### src/rtl/rrc_pkg.sv
// Shared types of the reference-counted reset controller.
// Assumes: result codes are visible at the port as two-bit values.
package rrc_pkg;

    typedef enum logic [1:0] {
        RRC_OK          = 2'd0,
        RRC_ERR_RANGE   = 2'd1,
        RRC_ERR_BALANCE = 2'd2,
        RRC_ERR_TIMEOUT = 2'd3
    } rrc_err_e;

    typedef enum logic {
        RRC_ST_IDLE = 1'b0,
        RRC_ST_WAIT = 1'b1
    } rrc_state_e;

endpackage

### src/rtl/rrc_ack_sync.sv
// Two-flop synchronizer for the per-channel acknowledge inputs.
// Assumes: each acknowledge bit is a level that stays stable for several
// cycles; bits are synchronized independently of each other.
module rrc_ack_sync #(
    parameter int NUM_CH = 8
) (
    input  logic              clk,
    input  logic              rst_n,
    input  logic [NUM_CH-1:0] ack_async,
    output logic [NUM_CH-1:0] ack_sync
);

    logic [NUM_CH-1:0] stage1_q;
    logic [NUM_CH-1:0] stage2_q;

    // Two register stages, cleared by reset.
    always_ff @(posedge clk) begin
        if (!rst_n) begin
            stage1_q <= '0;
            stage2_q <= '0;
        end else begin
            stage1_q <= ack_async;
            stage2_q <= stage1_q;
        end
    end

    assign ack_sync = stage2_q;

endmodule

### src/rtl/rrc_count_bank.sv
// Per-channel saturating usage counters.
// Assumes: at most one channel is updated per cycle, selected by op_sel. The
// block reports whether the selected counter is 0 or 1 before the update.
module rrc_count_bank #(
    parameter int NUM_CH = 8,
    parameter int CNT_W  = 8,
    parameter int CH_W   = $clog2(NUM_CH)
) (
    input  logic            clk,
    input  logic            rst_n,
    input  logic            op_en,
    input  logic            op_up,
    input  logic [CH_W-1:0] op_sel,
    output logic            sel_zero,
    output logic            sel_one
);

    localparam logic [CNT_W-1:0] CNT_MAX = '1;
    localparam logic [CNT_W-1:0] CNT_ONE = CNT_W'(1);

    logic [CNT_W-1:0] cnt_all [NUM_CH];
    logic [CNT_W-1:0] cnt_sel;

    for (genvar i = 0; i < NUM_CH; i++) begin : g_ch
        logic [CNT_W-1:0] cnt_r;
        logic             hit;

        assign hit = op_en && (op_sel == CH_W'(i));

        // Saturating up/down count for this channel.
        always_ff @(posedge clk) begin
            if (!rst_n) begin
                cnt_r <= '0;
            end else if (hit) begin
                if (op_up) begin
                    if (cnt_r != CNT_MAX) cnt_r <= cnt_r + CNT_ONE;
                end else if (cnt_r != '0) begin
                    cnt_r <= cnt_r - CNT_ONE;
                end
            end
        end

        assign cnt_all[i] = cnt_r;

        // a full counter does not wrap on a further increment
        a_r10_no_wrap: assert property (@(posedge clk) disable iff (!rst_n)
            (hit && op_up && cnt_r == CNT_MAX) |=> (cnt_r == CNT_MAX));

        // a zero counter does not underflow on a decrement
        a_r5_no_underflow: assert property (@(posedge clk) disable iff (!rst_n)
            (hit && !op_up && cnt_r == '0) |=> (cnt_r == '0));
    end

    // Pick the counter of the selected channel.
    always_comb begin
        cnt_sel = cnt_all[op_sel];
    end

    assign sel_zero = (cnt_sel == '0);
    assign sel_one  = (cnt_sel == CNT_ONE);

endmodule

### src/rtl/rrc_ack_timer.sv
// Bounded wait timer: a prescaler of TICK_DIV cycles feeds a tick counter
// that stops at ACK_LIMIT.
// Assumes: start clears the timer, and the timer counts only while run is high.
module rrc_ack_timer #(
    parameter int TICK_DIV  = 125,
    parameter int ACK_LIMIT = 1000
) (
    input  logic clk,
    input  logic rst_n,
    input  logic start,
    input  logic run,
    output logic expired
);

    localparam int DIV_W = (TICK_DIV > 1) ? $clog2(TICK_DIV) : 1;
    localparam int LIM_W = $clog2(ACK_LIMIT + 1);
    localparam logic [DIV_W-1:0] DIV_LAST = DIV_W'(TICK_DIV - 1);
    localparam logic [LIM_W-1:0] LIM_VAL  = LIM_W'(ACK_LIMIT);

    logic [DIV_W-1:0] pre_q;
    logic [LIM_W-1:0] ticks_q;

    assign expired = (ticks_q == LIM_VAL);

    // Prescaler and tick count; both stop once the limit is reached.
    always_ff @(posedge clk) begin
        if (!rst_n || start) begin
            pre_q   <= '0;
            ticks_q <= '0;
        end else if (run && !expired) begin
            if (pre_q == DIV_LAST) begin
                pre_q   <= '0;
                ticks_q <= ticks_q + LIM_W'(1);
            end else begin
                pre_q <= pre_q + DIV_W'(1);
            end
        end
    end

    // once expired, the timer stays expired until restarted
    a_r9_expired_sticky: assert property (@(posedge clk) disable iff (!rst_n)
        (expired && !start) |=> expired);

endmodule

### src/rtl/refcnt_reset_ctrl.sv
// Reference-counted reset channel controller (top level).
// Accepts one request at a time, updates the usage counter of the channel,
// and writes the reset line only on the first release and on the last reset
// request. In acknowledge mode it waits for the synchronized acknowledge
// bit, bounded by a timer.
// Assumes: cfg_active_low is static while not in reset; NUM_CH >= 2 and
// IDX_W is large enough to hold NUM_CH.
module refcnt_reset_ctrl
    import rrc_pkg::*;
#(
    parameter int NUM_CH    = 8,
    parameter int IDX_W     = 4,
    parameter int CNT_W     = 8,
    parameter int TICK_DIV  = 125,
    parameter int ACK_LIMIT = 1000
) (
    input  logic              clk,
    input  logic              rst_n,
    input  logic              cfg_active_low,
    input  logic              cfg_ack_mode,
    input  logic              req_valid,
    output logic              req_ready,
    input  logic              req_assert,
    input  logic [IDX_W-1:0]  req_chan,
    input  logic [NUM_CH-1:0] ack_in,
    output logic [NUM_CH-1:0] rst_out,
    output logic              busy,
    output logic              done,
    output logic [1:0]        err_code
);

    localparam int               CH_W     = $clog2(NUM_CH);
    localparam logic [IDX_W:0]   NUM_CH_V = (IDX_W + 1)'(NUM_CH);

    rrc_state_e        state_q;
    rrc_err_e          err_q;
    rrc_err_e          pend_q;
    rrc_err_e          err_now;
    logic              done_q;
    logic [CH_W-1:0]   chan_q;
    logic              level_q;
    logic [NUM_CH-1:0] line_q;
    logic [NUM_CH-1:0] ack_s;

    logic            accept;
    logic            in_range;
    logic [CH_W-1:0] sel;
    logic            sel_zero;
    logic            sel_one;
    logic            drive_now;
    logic            level_now;
    logic            need_wait;
    logic            ack_match;
    logic            tmr_expired;

    assign req_ready = (state_q == RRC_ST_IDLE);
    assign busy      = (state_q == RRC_ST_WAIT);
    assign done      = done_q;
    assign err_code  = err_q;
    assign rst_out   = line_q;

    assign accept   = req_valid && req_ready;
    assign in_range = ({1'b0, req_chan} < NUM_CH_V);
    assign sel      = req_chan[CH_W-1:0];

    rrc_count_bank #(
        .NUM_CH (NUM_CH),
        .CNT_W  (CNT_W),
        .CH_W   (CH_W)
    ) count_i (
        .clk      (clk),
        .rst_n    (rst_n),
        .op_en    (accept && in_range),
        .op_up    (!req_assert),
        .op_sel   (sel),
        .sel_zero (sel_zero),
        .sel_one  (sel_one)
    );

    rrc_ack_sync #(
        .NUM_CH (NUM_CH)
    ) sync_i (
        .clk       (clk),
        .rst_n     (rst_n),
        .ack_async (ack_in),
        .ack_sync  (ack_s)
    );

    rrc_ack_timer #(
        .TICK_DIV  (TICK_DIV),
        .ACK_LIMIT (ACK_LIMIT)
    ) timer_i (
        .clk     (clk),
        .rst_n   (rst_n),
        .start   (accept),
        .run     (busy),
        .expired (tmr_expired)
    );

    // Decide whether the accepted request writes a line, and its result code.
    always_comb begin
        level_now = req_assert ^ cfg_active_low;
        drive_now = accept && in_range &&
                    (req_assert ? (sel_zero || sel_one) : sel_zero);
        need_wait = drive_now && cfg_ack_mode;
        if (!in_range)                  err_now = RRC_ERR_RANGE;
        else if (req_assert && sel_zero) err_now = RRC_ERR_BALANCE;
        else                             err_now = RRC_OK;
    end

    assign ack_match = (ack_s[chan_q] == level_q);

    // Reset-line register: all lines go to the reset level under reset.
    always_ff @(posedge clk) begin
        if (!rst_n) begin
            line_q <= {NUM_CH{~cfg_active_low}};
        end else if (drive_now) begin
            line_q[sel] <= level_now;
        end
    end

    // Request sequencing: immediate completion or a bounded acknowledge wait.
    always_ff @(posedge clk) begin
        if (!rst_n) begin
            state_q <= RRC_ST_IDLE;
            done_q  <= 1'b0;
            err_q   <= RRC_OK;
            pend_q  <= RRC_OK;
            chan_q  <= '0;
            level_q <= 1'b0;
        end else begin
            done_q <= 1'b0;
            case (state_q)
                RRC_ST_IDLE: begin
                    if (accept) begin
                        if (need_wait) begin
                            state_q <= RRC_ST_WAIT;
                            chan_q  <= sel;
                            level_q <= level_now;
                            pend_q  <= err_now;
                        end else begin
                            done_q <= 1'b1;
                            err_q  <= err_now;
                        end
                    end
                end
                RRC_ST_WAIT: begin
                    if (ack_match) begin
                        done_q  <= 1'b1;
                        err_q   <= pend_q;
                        state_q <= RRC_ST_IDLE;
                    end else if (tmr_expired) begin
                        done_q  <= 1'b1;
                        err_q   <= RRC_ERR_TIMEOUT;
                        state_q <= RRC_ST_IDLE;
                    end
                end
                default: state_q <= RRC_ST_IDLE;
            endcase
        end
    end

    // an out-of-range request leaves every line untouched
    a_r2_range_no_line: assert property (@(posedge clk) disable iff (!rst_n)
        (accept && !in_range) |=> $stable(rst_out));

    // a release on a nonzero counter leaves every line untouched
    a_r3_repeat_release_stable: assert property (@(posedge clk) disable iff (!rst_n)
        (accept && in_range && !req_assert && !sel_zero) |=> $stable(rst_out));

    // no line moves while an acknowledge wait is in progress
    a_r12_wait_lines_stable: assert property (@(posedge clk) disable iff (!rst_n)
        busy |=> $stable(rst_out));

    // a timeout code is only produced at the end of a wait
    a_r9_timeout_after_wait: assert property (@(posedge clk) disable iff (!rst_n)
        (done && err_code == RRC_ERR_TIMEOUT) |-> $past(busy));

    // no request is accepted while waiting
    a_r8_no_accept_when_busy: assert property (@(posedge clk) disable iff (!rst_n)
        busy |-> !accept);

endmodule

### config.mk
export PLATFORM = sky130hd
export DESIGN_NAME = refcnt_reset_ctrl
export DESIGN_NICKNAME = d
export VERILOG_FILES = /design/src/rtl/rrc_pkg.sv /design/src/rtl/rrc_ack_sync.sv /design/src/rtl/rrc_count_bank.sv /design/src/rtl/rrc_ack_timer.sv /design/src/rtl/refcnt_reset_ctrl.sv
export SDC_FILE = /design/constraint.sdc
export NUM_CORES = 1
export LEC_CHECK = 0
export BUFFER_PORTS_ARGS = -buffer_cell sky130_fd_sc_hd__buf_2
export CAP_MARGIN = 10
export CORE_ASPECT_RATIO = 0.5
export CORE_MARGIN = 3
export CORE_UTILIZATION = 57
export DETAILED_ROUTE_END_ITERATION = 6
export HOLD_SLACK_MARGIN = 0.05
export PLACE_DENSITY = 0.76
export RECOVER_POWER = 100
export REMOVE_ABC_BUFFERS = 1
export SLEW_MARGIN = 40
export SYNTH_ARGS = -nofsm -noshare
export SYNTH_HDL_FRONTEND = slang
export SYNTH_HIERARCHICAL = 1
export SYNTH_SLANG_ARGS = --single-unit
### constraint.sdc
create_clock -name clk -period 5.1 [get_ports clk]
set_input_delay 1.02 -clock clk [delete_from_list [all_inputs] [get_ports clk]]
set_output_delay 1.02 -clock clk [all_outputs]
set_load 0.02 [all_outputs]
==> impl_metrics.toml <==
[outcome]
outcome = "finished, violations left"
violations = "max-capacitance violations, max-slew violations"

[yosys]
yosysSeqAreaShare_pct = 30.9
synth_top_area_share_pct = 27.8
synth_area_leaders = "dfxtp_1 28%, ha_1 8.4%, nand2_1 4.5%, a21oi_1 4.3%, o21ai_0 4.1%"
ys_ff_latch = 115
syn_area_sq_mm = 0.00772
ys_types = 74
yosysWarnings = 6
synth_largest_area_cell = "dfxtp_1"
syn_inst = 912
async_flop_share_pct = 0
syn_avg_cell_area_sq_um = 8.46
ys.flop_type = "dfxtp_1"
synth-edff-count = 8

[timing]
slew_headroom_pct = -23.6
rsz0062_at_grt = "no"
slew_violations = 49
hold_viol_final = 0
fin_crit_ns = 3.95
tns_ns = 0
fmaxAchievable_mhz = 253
max_slew.worst_pin.slew_ns = 1.85
skew_ns = 0.0156
fin_crit_sh_pct = 77.4
setup_viol = 0

[worst_setup_path]
crit_path_max_fanout = 35
crit_path_end = "count_i/g_ch[3].cnt_r[7]$_SDFFE_PN0P_"
reg2reg_slack_ns = 1.85
worstSetupPathType = "in2reg"
r2r-end = "count_i/g_ch[7].cnt_r[7]$_SDFFE_PN0P_"
r2r_cells = 7
r2r-start = "busy$_SDFF_PN0_"
slowest_stage = "inv_1"
crit_chain = "clkbuf_1 -> inv_1 -> inv_1 -> clkbuf_1 -> buf_4 -> ha_1 -> a21oi_1 -> o21ai_0 -> a21oi_1 -> o221a_2 -> nand3_1"
cp.required_ns = 5.39
critPathMaxStageDelay_ns = 1.00
critPathCaptureType = "flip-flop"
start_kind = "primary input"
arrival_ns = 4.24
startpoint = "req_assert"

[routing]
final_antenna_net_count = 0
drt_wl_total_um = 18900
num_vias = 7122
drtIter0Drc = 708
drt-wirelength-per-cell_um = 16.8
vias_per_cell = 6.36
drt_pass1_iterations = 5
drc = 0

[cells_and_area]
regArea_sq_mm = 0.00238
nets = 1015
synthToLayoutAreaGrowth_pct = 11.6
final_layout_size_suffix_gt1_share_pct = 9.79
fillers = 1036
final_area_sq_mm = 0.00861
fin_cells = 1120
multi_input_area_sq_mm = 0.00504
antenna_cells = 0

[grt]
track_usage_pct = 25.4
grt_overflow = 0
first_global_vias = 6595
grt_antenna_before_repair = 0
grt_pass1_wl_um = 31000
grt_max_degree = 49

[die]
rows = 29
start_util_pct = 59.6
io_pins = 31
die_area_sq_mm = 0.0151
core_sq_mm = 0.0130
die_h_um = 88.3
die_width_um = 171

[power]
p_sw_uw = 629
ir_worst_vdd_v = 0.000225
switching_share_pct = 25.3
power_density_mw_per_mm2 = 289
pwr-share-seq_pct = 37.9
internal-power_uw = 1860
power_leakage_uw = 0.00337
combPwrFrac_pct = 9.8
p_clk_share_pct = 52.3

[min_path]
hold_path_class = "reg2reg"

[clock_tree]
cts_sinks = 115
cts_tree = "yes"
cts_buffer_depth = 2
clk_pin_slew_ns = 0.06
cts_root_buf = "clkbuf_16"
cts_hold_buf = 0
htreeDepth = 4
cts_setup_buffers = 0
cts_resized = 0
insertion_delay_ns = 0.42
numCtsBuffers = 17

[placed_design]
place_congestion = 0.862
port_buffers = 30
dp_cells = 1088
hpwl_um = 12600
post_dp_cell_area_sq_mm = 0.00800

[run]
maxCapViolCount = 1
[power by group through the flow]
stage                     sequential, uW  combinational, uW  clock, uW
after global placement               960                233          0
after detailed placement             961                241          0
after CTS                            942                245       1300
after floorplan                      966                158          0
final                                942                245       1300
after global routing                 944                270       1360
[logic make-up after synthesis]
logic type               after synthesis  share of synthesized area, %
adder cells (fa/ha/maj)               60                          10.5
flip-flops                           115                          30.9
multiplexers                          34                          5.98
XOR/XNOR                              24                          2.72
AND/OR/NAND/NOR                      340                          23.4
buffers and inverters                 76                          4.05
AO/OA/AOI/OAI                        263                          22.5
[routing by layer]
metal  track usage [%]  vias up  routed length [um]
met1              33.5     3399                8840
li1                  -     3463                   -
met4              7.65        0                 225
met2              43.0      232                8770
met5                 0        -                   0
met3              4.73       28                1040
[synthesized netlist by cell type, types with 4 or more instances]
master	number
dfxtp_1	107
nand2_1	92
a21oi_1	66
o21ai_0	63
nor2_1	54
ha_1	52
inv_1	45
nand3_1	33
nor3_1	28
xnor2_1	22
a21o_1	21
a211oi_1	20
mux2i_1	20
or4_1	20
clkbuf_1	17
nand2b_1	17
nand4_1	16
and2_2	12
nand3b_1	11
o22ai_1	11
a31oi_1	9
edfxtp_1	8
fa_1	8
nor2b_1	8
nor3b_1	8
o211ai_1	8
a211o_1	7
a311oi_1	7
o2111a_1	7
o31ai_1	7
and2_1	6
buf_2	6
mux4_2	6
o21bai_1	6
and3_1	5
nor4_1	5
o31ai_2	5
o32ai_1	5
or2_2	5
a21boi_0	4
mux2_2	4
[layout by cell type (no fill, tap or decap), types with 22 or more instances in the layout]
| master | instances |
|---|---|
| nor2_1 | 53 |
| ha_1 | 52 |
| dfxtp_1 | 107 |
| inv_1 | 45 |
| nand3_1 | 33 |
| xnor2_1 | 22 |
| nand2_1 | 92 |
| o21ai_0 | 63 |
| a21oi_1 | 66 |
| nor3_1 | 28 |
[how the worst min path moves through the flow]
stage / startpoint / slack [ns] / to / depth (start not counted)
after floorplan: sync_i/stage1_q[0]$_SDFF_PN0_ / 0.43 / sync_i/ack_sync[0]$_SDFF_PN0_ / 1
after global placement: sync_i/stage1_q[5]$_SDFF_PN0_ / 0.43 / sync_i/ack_sync[5]$_SDFF_PN0_ / 1
after CTS: sync_i/stage1_q[1]$_SDFF_PN0_ / 0.45 / sync_i/ack_sync[1]$_SDFF_PN0_ / 1
after global routing: sync_i/stage1_q[2]$_SDFF_PN0_ / 0.46 / sync_i/ack_sync[2]$_SDFF_PN0_ / 1
after detailed placement: sync_i/stage1_q[1]$_SDFF_PN0_ / 0.43 / sync_i/ack_sync[1]$_SDFF_PN0_ / 1
final: sync_i/stage1_q[1]$_SDFF_PN0_ / 0.44 / sync_i/ack_sync[1]$_SDFF_PN0_ / 1
[final cells by class]
cell class              instances  share of cell area, %
multi-input cells             721                   58.5
flip-flops and latches        115                   27.7
clock buffers                  19                   5.14
well taps                     170                   2.47
clock inverters                13                   2.28
inverters                      46                   2.02
repair buffers                 36                   1.89
[critical path, delay by kind of cell]
kind	cells	cell delay, ns
compound gates	4	0.80
fa+ha+maj	1	0.30
simple gates	1	0.07
buf+inv	5	2.03
[flip-flops by register name, indices dropped and copies added, names as in the netlist]
name / cells
count_i/g_ch.cnt_r: 64
timer_i/ticks_q: 10
rst_out: 8
sync_i/ack_sync: 8
sync_i/stage1_q: 8
timer_i/pre_q: 7
chan_q: 3
err_code: 2
pend_q: 2
busy: 1
done: 1
level_q: 1
[through the flow]
step                setup slack, ns  total power, uW  hold WS (ns)  utilization [%]
floorplan                     0.681             1120         0.426                -
global placement               1.50             1190         0.431             61.6
detailed placement             1.43             1200         0.433             61.8
CTS                            1.79             2490         0.446             66.7
global route                  0.884             2580         0.458             66.5
finish                         1.15             2490         0.444             66.5
Power figures use the tool's default switching activity.
